<file path="config.mk">
export PLATFORM = sky130hd
export DESIGN_NAME = isd_ctrl
export DESIGN_NICKNAME = d
export VERILOG_FILES = /design/src/rtl/isd_pkg.sv /design/src/rtl/isd_irq_decode.sv /design/src/rtl/isd_lowest.sv /design/src/rtl/isd_ctrl.sv
export SDC_FILE = /design/constraint.sdc
export NUM_CORES = 1
export LEC_CHECK = 0
export BUFFER_PORTS_ARGS = -buffer_cell sky130_fd_sc_hd__clkbuf_2
export CAP_MARGIN = 20
export CELL_PAD_IN_SITES_DETAIL_PLACEMENT = 0
export CELL_PAD_IN_SITES_GLOBAL_PLACEMENT = 1
export CORE_UTILIZATION = 25
export DETAILED_ROUTE_END_ITERATION = 10
export PLACE_DENSITY_LB_ADDON = 0.1
export SLEW_MARGIN = 20
export SYNTH_ARGS = -nofsm -noshare
export SYNTH_HDL_FRONTEND = slang
export SYNTH_SLANG_ARGS = --single-unit
</file>
<file path="constraint.sdc">
create_clock -name clk -period 8.9 [get_ports clk]
set_clock_uncertainty 0.15 [all_clocks]
set_input_delay 1.78 -clock clk [delete_from_list [all_inputs] [get_ports clk]]
set_output_delay 1.78 -clock clk [all_outputs]
set_load 0.02 [all_outputs]
</file>
<file path="src/rtl/isd_pkg.sv">
package isd_pkg;
    typedef enum logic [1:0] {
        ST_IDLE  = 2'd0,
        ST_OFFER = 2'd1,
        ST_WAIT  = 2'd2,
        ST_SCAN  = 2'd3
    } isd_state_e;
endpackage

</file>
<file path="src/rtl/isd_irq_decode.sv">
module isd_irq_decode #(
    parameter int unsigned IRQ_W    = 8,
    parameter int unsigned N_SRC    = 16,
    parameter int unsigned IRQ_BASE = 16,
    parameter int unsigned IPI_CODE = 2,
    parameter int unsigned IDX_W    = 4
) (
    input  logic [IRQ_W-1:0] irq_i,
    output logic             hit_o,
    output logic [IDX_W-1:0] idx_o
);
    logic [31:0] wide;
    logic [31:0] off;

    assign wide  = 32'(irq_i);
    assign off   = wide - IRQ_BASE;
    assign hit_o = (wide != 32'd0) && (wide != IPI_CODE) &&
                   (wide >= IRQ_BASE) && (wide < IRQ_BASE + N_SRC);
    assign idx_o = off[IDX_W-1:0];
endmodule

</file>
<file path="src/rtl/isd_lowest.sv">
module isd_lowest #(
    parameter int unsigned N     = 16,
    parameter int unsigned IDX_W = 4
) (
    input  logic [N-1:0]     vec_i,
    output logic             any_o,
    output logic [IDX_W-1:0] idx_o
);
    always_comb begin
        idx_o = '0;
        for (int i = N - 1; i >= 0; i--) begin
            if (vec_i[i]) idx_o = IDX_W'(i);
        end
    end
    assign any_o = |vec_i;
endmodule

</file>
<file path="src/rtl/isd_ctrl.sv">
module isd_ctrl
    import isd_pkg::*;
#(
    parameter int unsigned N_SRC    = 16,
    parameter int unsigned IRQ_W    = 8,
    parameter int unsigned IRQ_BASE = 16,
    parameter int unsigned IPI_CODE = 2,
    parameter int unsigned PRIO_W   = 8,
    parameter int unsigned SRV_W    = 4,
    localparam int unsigned IDX_W   = $clog2(N_SRC)
) (
    input  logic              clk,
    input  logic              rst_n,
    input  logic [N_SRC-1:0]  arrive_i,
    input  logic [N_SRC-1:0]  level_i,
    input  logic              cfg_we_i,
    input  logic [IDX_W-1:0]  cfg_idx_i,
    input  logic [PRIO_W-1:0] cfg_prio_i,
    input  logic [SRV_W-1:0]  cfg_srv_i,
    input  logic              redo_valid_i,
    input  logic [IRQ_W-1:0]  redo_irq_i,
    input  logic              eoi_valid_i,
    input  logic [IRQ_W-1:0]  eoi_irq_i,
    input  logic              scan_i,
    output logic              offer_valid_o,
    input  logic              offer_ready_i,
    output logic [IRQ_W-1:0]  offer_irq_o,
    output logic [PRIO_W-1:0] offer_prio_o,
    output logic [SRV_W-1:0]  offer_srv_o,
    input  logic              res_valid_i,
    input  logic              res_accept_i,
    input  logic [IRQ_W-1:0]  res_displaced_i,
    input  logic              res_need_resend_i,
    output logic              mark_o,
    output logic              busy_o
);
    localparam logic [PRIO_W-1:0] MASKED = {PRIO_W{1'b1}};
    localparam logic [IDX_W-1:0]  LAST   = IDX_W'(N_SRC - 1);

    typedef struct packed {
        isd_state_e                     st;
        logic                           scanning;
        logic                           scan_pend;
        logic [IDX_W-1:0]               cur;
        logic [IDX_W-1:0]               ptr;
        logic [PRIO_W-1:0]              cur_prio;
        logic [SRV_W-1:0]               cur_srv;
        logic [N_SRC-1:0]               req;
        logic [N_SRC-1:0]               resend;
        logic [N_SRC-1:0]               held;
        logic [N_SRC-1:0][PRIO_W-1:0]   prio;
        logic [N_SRC-1:0][SRV_W-1:0]    srv;
    } regs_t;

    regs_t q, d;

    logic             disp_hit, redo_hit, eoi_hit, req_any;
    logic [IDX_W-1:0] disp_idx, redo_idx, eoi_idx, req_idx;

    isd_irq_decode #(.IRQ_W(IRQ_W), .N_SRC(N_SRC), .IRQ_BASE(IRQ_BASE),
                     .IPI_CODE(IPI_CODE), .IDX_W(IDX_W))
        u_dec_disp (.irq_i(res_displaced_i), .hit_o(disp_hit), .idx_o(disp_idx));
    isd_irq_decode #(.IRQ_W(IRQ_W), .N_SRC(N_SRC), .IRQ_BASE(IRQ_BASE),
                     .IPI_CODE(IPI_CODE), .IDX_W(IDX_W))
        u_dec_redo (.irq_i(redo_irq_i), .hit_o(redo_hit), .idx_o(redo_idx));
    isd_irq_decode #(.IRQ_W(IRQ_W), .N_SRC(N_SRC), .IRQ_BASE(IRQ_BASE),
                     .IPI_CODE(IPI_CODE), .IDX_W(IDX_W))
        u_dec_eoi (.irq_i(eoi_irq_i), .hit_o(eoi_hit), .idx_o(eoi_idx));

    isd_lowest #(.N(N_SRC), .IDX_W(IDX_W))
        u_pick (.vec_i(q.req), .any_o(req_any), .idx_o(req_idx));

    logic             start_en, fin;
    logic [IDX_W-1:0] start_idx;

    always_comb begin
        d         = q;
        start_en  = 1'b0;
        start_idx = q.cur;
        fin       = 1'b0;

        case (q.st)
            ST_IDLE: begin
                if (q.scan_pend) begin
                    d.scan_pend = 1'b0;
                    d.scanning  = 1'b1;
                    d.ptr       = '0;
                    d.st        = ST_SCAN;
                end else if (req_any) begin
                    d.req[req_idx] = 1'b0;
                    start_en       = 1'b1;
                    start_idx      = req_idx;
                end
            end
            ST_SCAN: begin
                if (q.resend[q.ptr]) begin
                    start_en  = 1'b1;
                    start_idx = q.ptr;
                end else begin
                    fin = 1'b1;
                end
            end
            ST_OFFER: begin
                if (offer_ready_i) d.st = ST_WAIT;
            end
            ST_WAIT: begin
                if (res_valid_i) begin
                    if (res_accept_i) begin
                        if (disp_hit) begin
                            start_en  = 1'b1;
                            start_idx = disp_idx;
                        end else begin
                            fin = 1'b1;
                        end
                    end else begin
                        d.resend[q.cur] = 1'b1;
                        if (!res_need_resend_i) begin
                            start_en  = 1'b1;
                            start_idx = q.cur;
                        end else begin
                            fin = 1'b1;
                        end
                    end
                end
            end
            default: d.st = ST_IDLE;
        endcase

        // every attempt drops the resend mark before anything else
        if (start_en) begin
            d.resend[start_idx] = 1'b0;
            if (q.prio[start_idx] == MASKED) begin
                d.held[start_idx] = 1'b1;
                fin = 1'b1;
            end else begin
                d.st       = ST_OFFER;
                d.cur      = start_idx;
                d.cur_prio = q.prio[start_idx];
                d.cur_srv  = q.srv[start_idx];
            end
        end

        if (fin) begin
            if (q.scanning) begin
                if (q.ptr == LAST) begin
                    d.scanning = 1'b0;
                    d.st       = ST_IDLE;
                end else begin
                    d.ptr = q.ptr + 1'b1;
                    d.st  = ST_SCAN;
                end
            end else begin
                d.st = ST_IDLE;
            end
        end

        if (cfg_we_i) begin
            d.prio[cfg_idx_i] = cfg_prio_i;
            d.srv[cfg_idx_i]  = cfg_srv_i;
            if (cfg_prio_i != MASKED && d.held[cfg_idx_i]) begin
                d.held[cfg_idx_i] = 1'b0;
                d.req[cfg_idx_i]  = 1'b1;
            end
        end

        d.req = d.req | arrive_i;
        if (redo_valid_i && redo_hit) d.req[redo_idx] = 1'b1;
        if (eoi_valid_i && eoi_hit && level_i[eoi_idx]) d.req[eoi_idx] = 1'b1;
        if (scan_i) d.scan_pend = 1'b1;
    end

    always_ff @(posedge clk or negedge rst_n) begin
        if (!rst_n) begin
            q      <= '0;
            q.prio <= '1;
        end else begin
            q <= d;
        end
    end

    assign offer_valid_o = (q.st == ST_OFFER);
    assign offer_irq_o   = IRQ_W'(IRQ_BASE) + IRQ_W'(q.cur);
    assign offer_prio_o  = q.cur_prio;
    assign offer_srv_o   = q.cur_srv;
    assign mark_o        = (q.st == ST_WAIT) && res_valid_i && !res_accept_i;
    assign busy_o        = (q.st != ST_IDLE);
endmodule

</file>
# Word-level counts from Yosys, hierarchy flattened
# Cells that the tools add are included.
# Widths: inputs -> output; s select.
dict set report op_classes {
  n_addsub 5
  multipliers 0
  n_div 0
  order_cmp 19
  eq_ne 9
  shift 0
  muxes 98
  bitwise 13
  n_reduce_logical 30
}
# operator count
set op_table {}
lappend op_table {{$mux 208} 1}
lappend op_table {{$mux 16} 12}
lappend op_table {{$bwmux 128} 1}
lappend op_table {{$mux 4} 30}
lappend op_table {{$or 16x16->16} 6}
lappend op_table {{$reduce_bool 32->1} 3}
lappend op_table {{$bwmux 64} 1}
lappend op_table {{$and 16x16->16} 3}
lappend op_table {{$not 16->16} 3}
lappend op_table {{$lt 4x5->1 const B} 7}
lappend op_table {{$bmux 8 s4} 1}
lappend op_table {{$demux 8 s4} 1}
lappend op_table {{$mux 32} 1}
lappend op_table {{$mux 1} 26}
lappend op_table {{$demux 1 s4} 6}
lappend op_table {{$ge 4x1->1 const B} 6}
lappend op_table {{$ge 8x5->1 const B} 3}
lappend op_table {{$lt 8x6->1 const B} 3}
lappend op_table {{$ne 8x2->1 const B} 3}
lappend op_table {{$logic_and 1x1->1} 21}
lappend op_table {{$bmux 4 s4} 1}
lappend op_table {{$demux 4 s4} 1}
lappend op_table {{$mux 8} 2}
lappend op_table {{$reduce_or 16->1} 1}
lappend op_table {{other kinds (20)} 31}
dict set report word_totals {
  regBits 264
  latchBits 0
  mem_bits_rw 0
  mem_bits_ro 0
  input_bits 82
  out_inout_bits 23
  wordCells 216
  memories 0
}

# Depth between registers and ports, before layout
dict set report logic_depth {
  ltp_word 36
  ltp_mapped 20
  ltp_nobuf 14
}

# Cells and area by module
# Synthesis repeated with hierarchy kept, for this count alone.
dict set report unflattened {
  cells_unflattened 1343
  hier_area_um2 14322.5
}
# module n_inst cells_per_inst area_each_um2 seq_area_each_um2
set modules_own_cells {}
lappend modules_own_cells {isd_ctrl 1 1294 14010.9 6766.5}
lappend modules_own_cells {isd_lowest 1 34 176.4 0.0}
lappend modules_own_cells {isd_irq_decode 3 5 45.0 0.0}

# Worst setup path before layout
# No wires, ideal clock.
dict set report synth_path {
  kind {input -> register}
  start {input port res_displaced_i[6]}
  end {register q[258] in the netlist's numbering}
  setup_ps 128
  arrival_time_ps 5050
  setup_slack_ps 3572
  stages 15
  cell_sequence {nor4b_1 > and2_1 > o21ai_0 > a21oi_1 > a22o_1 > clkbuf_1 > nor2b_1 > clkbuf_1 > o211ai_1 > and4_1 > nor4b_4 > a31o_1 > buf_2 > buf_2 > mux2_1}
}
dict set report synth_via {
  elab_chain_cells 13
  word_cells_on_any_way 20
  cone_classes {2 x order compare; 2 x eq/ne; 10 x mux; 1 x bitwise; 5 x reduce/logical}
}
# item line
set synth_lines {}
lappend synth_lines {{start: declaration} isd_ctrl.sv:32} ;# input logic [IRQ_W-1:0] res_displaced_i,
lappend synth_lines {{branches (longest 3 deep; another with $ge 8x5->1)} -}
lappend synth_lines {{$logic_and 1x1->1 (*)} isd_irq_decode.sv:18} ;# (wide >= IRQ_BASE) && (wide < IRQ_BASE + N_SRC);
lappend synth_lines {{$mux 4} isd_ctrl.sv:109} ;# if (disp_hit) begin
lappend synth_lines {{$mux 4} isd_ctrl.sv:108} ;# if (res_accept_i) begin
lappend synth_lines {{$mux 4} isd_ctrl.sv:107} ;# if (res_valid_i) begin
lappend synth_lines {{$pmux 4 s3} isd_ctrl.sv:82} ;# case (q.st)
lappend synth_lines {{$bmux 8 s4} isd_ctrl.sv:132} ;# if (q.prio[start_idx] == MASKED) begin
lappend synth_lines {{$mux 8 (implied by the code)} isd_ctrl.sv:132}
lappend synth_lines {{$eq 8x8->1} isd_ctrl.sv:132}
lappend synth_lines {{$not 1->1 (no source line)} -}
lappend synth_lines {{$reduce_and 2->1 (no source line)} -}
lappend synth_lines {{end: declaration} isd_ctrl.sv:55} ;# regs_t q, d;
# Every way passes the cells marked *. The select of a mux whose other input is x is not followed.
# A chain may end at the register's enable or synchronous reset.

==> flow_summary.json <==
{
  "gr-total-overflow": 0,
  "synthCells": 1244,
  "worst_pin_slew_ns": 1.14,
  "antenna_found_initial": 0,
  "synthAdderAreaFrac_pct": 0.0908,
  "post-route-drc-count": 0,
  "path_clk_slew_ns": 0.06,
  "dp_hpwl_mm": 30.7,
  "clkPwrFrac_pct": 26.3,
  "fin_nets": 1382,
  "leakage_nw": 6.49,
  "h-tree-depth": 2,
  "hold_path.class": "reg -> reg",
  "n_antenna_cell": 0,
  "synth-edff-count": 0,
  "wl_per_cell_um": 23.6,
  "cpMaxStageDelayCell": "and3_1",
  "io_buffers": 100,
  "seqPwrFrac_pct": 33.0,
  "synthArstFlopShare_pct": 100,
  "status": "finished clean",
  "synth_ff_type": "dfrtp_1",
  "synth_top_family_by_area": "multiplexers",
  "die_h_um": 237,
  "post_cts_resized": 0,
  "cts_buffers": 35,
  "crit_arrival_ns": 6.62,
  "switching_share_pct": 39.7,
  "synth_area_per_cell_um2": 11.1,
  "setup-tns-final_ns": 0,
  "period_minus_slack_ns": 6.35,
  "start_util_pct": 25.5,
  "crit_fanout": 28,
  "max-cap-violations": 0,
  "detail-route-antenna-nets": 0,
  "core_area_um2": 54100,
  "fillers": 5575,
  "grt_first_pass_wirelength_mm": 72.2,
  "yosys_warnings": 0,
  "slew_viol_final": 0,
  "gp_congestion": 0.811,
  "path_delay_family": "simple AND/OR/NAND/NOR gates",
  "synth_cell_type_count": 79,
  "tritoncts": "done",
  "postCtsSetupRepairBufs": 0,
  "die-area_um2": 56100,
  "drt-total-wl_mm": 47.7,
  "fp-row-count": 85,
  "hold_buffers": 0,
  "syn_area_um2": 13800,
  "power_density_nw_per_um2": 338,
  "setup_viol": 0,
  "p_total_mw": 5.43,
  "netSwitchingPower_mw": 2.16,
  "synth_xor_area_share_pct": 0.0635,
  "critPathCaptureType": "flop",
  "slew_headroom_pct": 23.6,
  "p_int_mw": 3.27,
  "synthMuxAreaShare_pct": 20.4,
  "critical_path_buf_inv_count": 2,
  "io_pins": 105,
  "area_delta_synth_final_pct": 16.5,
  "rsz0062_at_grt": "false",
  "die_w_um": 237,
  "ir_drop_mv": 0.165,
  "synth_seq_area_share_pct": 49.1,
  "synth_compound_area_share_pct": 13.7,
  "cts-root-buf": "clkbuf_16",
  "cts.sinks": 264,
  "cp_data_required_time_ns": 9.18,
  "vias_per_cell": 4.95,
  "crit_chain": "clkbuf_2 -> nor4b_1 -> and2_1 -> o21ai_0 -> a21oi_1 -> a22o_1 -> buf_4 -> nor2b_1 -> o211ai_1 -> and4_1 -> nor4b_4 -> and3_1 -> a31oi_2 -> o41ai_2",
  "drtIter0Drc": 618,
  "vias": 10000,
  "fmax_mhz": 158,
  "firstDrtPassIters": 4,
  "grt_pass1_vias": 10600,
  "slowest_delay_ns": 0.78,
  "crit_type": "in -> reg",
  "clk_latency_ns": 0.56,
  "grt_max_degree": 95,
  "cts_buffer_depth": 3,
  "hold_violations": 0,
  "post-route-period-util_pct": 71.3,
  "drive_gt1_share_pct": 41.7,
  "synth.ff_latch_count": 264,
  "power_frac_comb_pct": 40.7,
  "track_usage_pct": 17.3,
  "critPathLaunchType": "primary input",
  "synth-simple-area-share_pct": 12.0
}
[per-stage QoR]
stage	hold slack [ns]	setup WS (ns)	std cells	instance area, um^2	utilization (%)
finish	0.339	2.55	2022	16100	29.7
global placement	0.324	2.03	1958	14900	27.5
CTS	0.348	2.49	2022	16100	29.7
global route	0.364	2.17	2022	16100	29.7
detailed placement	0.335	1.91	1958	14900	27.5
floorplan	0.299	3.57	1246	13800	-
[synth_stat cells, drive strengths merged, types with 17 or more instances]
cell | n | share of area, %
mux2 | 201 | 16
dfrtp | 136 | 25
nand2 | 134 | 3.6
dfstp | 128 | 24
clkbuf | 69 | 1.9
a21oi | 68 | 2.5
nor2 | 56 | 1.5
buf | 44 | 2.2
a211oi | 39 | 2.2
a31oi | 37 | 1.7
and2 | 35 | 1.6
o21ai | 35 | 1.3
nand3 | 25 | 0.91
mux2i | 17 | 1.3
[path summary, 6_finish.rpt]
path,from,endpoint,slack [ns],cells after the start
hold reg to reg,q[193]$_DFF_PN0_,q[193]$_DFF_PN0_,0.34,2
max in group asynchronous,rst_n,async pin,5.99,2
setup / recovery,res_displaced_i[6],q[235]$_DFF_PN0_,2.55,14
hold / removal,q[193]$_DFF_PN0_,q[193]$_DFF_PN0_,0.34,2
min in group asynchronous,rst_n,q[236]$_DFF_PN0_,1.15,1
setup reg to reg,q[252]$_DFF_PN0_,q[235]$_DFF_PN0_,3.09,13
[worst reg2reg max path, stage by stage, from the launching register on]
cell and delay, ns:
dfrtp_1 0.65, mux4_2 0.61, o22ai_2 0.26, o221ai_1 0.20
a211oi_2 0.37, o31a_2 0.80, mux2i_1 0.21, nor3b_1 0.23
nor4_1 0.08, o211ai_1 0.32, nor4b_4 0.43, and3_1 0.78
a31oi_2 0.22, o41ai_2 0.36
[final cells by class]
| class | instances | area [um^2] | share of cell area [%] |
|---|---|---|---|
| timing repair buffer | 129 | 741 | 4.61 |
| sequential | 264 | 6770 | 42.1 |
| clock inverter | 8 | 86.3 | 0.538 |
| tap | 696 | 871 | 5.42 |
| inverter | 16 | 60.1 | 0.374 |
| clock buffer | 56 | 1090 | 6.76 |
| multi-input combinational | 853 | 6450 | 40.2 |
[cell families after synthesis]
kind of cell,count (synthesis)
adder cells (fa/ha/maj),1
AO/OA/AOI/OAI,274
flip-flops,264
AND/OR/NAND/NOR,339
XOR/XNOR,1
multiplexers,234
buffers and inverters,129
other,2
[power by group through the flow]
stage          combinational [mW]  sequential, mW  clock [mW]
6_report                     2.21            1.79        1.43
5_1_grt                      2.42            1.84        1.52
4_1_cts                      2.27            1.80        1.48
3_5_place_dp                 2.27            1.82           0
3_3_place_gp                 2.26            1.81           0
2_1_floorplan                1.65            1.69           0
[metal layers]
layer	routed length [um]	global-route usage, %	vias up
met5	0	0	-
met4	1010	5.21	0
met3	1220	2.01	54
met2	22700	28.4	157
met1	22800	23.8	5153
li1	-	-	4651
[cells in the final DEF, fill, tap and decap left out, drive strengths merged, types with 7 or more instances in the layout]
master / instances
a211oi: 39
a21o: 14
a21oi: 68
a221oi: 7
a311oi: 9
a31oi: 37
and2: 35
and3: 9
buf: 30
clkbuf: 155
dfrtp: 136
dfstp: 128
inv: 17
mux2: 201
mux2i: 17
mux4: 16
nand2: 134
nand2b: 13
nand3: 25
nand4: 7
nor2: 56
nor2b: 9
nor3: 10
nor3b: 10
nor4: 8
o211ai: 8
o21ai: 35
or3: 7
(Power assumes the default switching activity.)
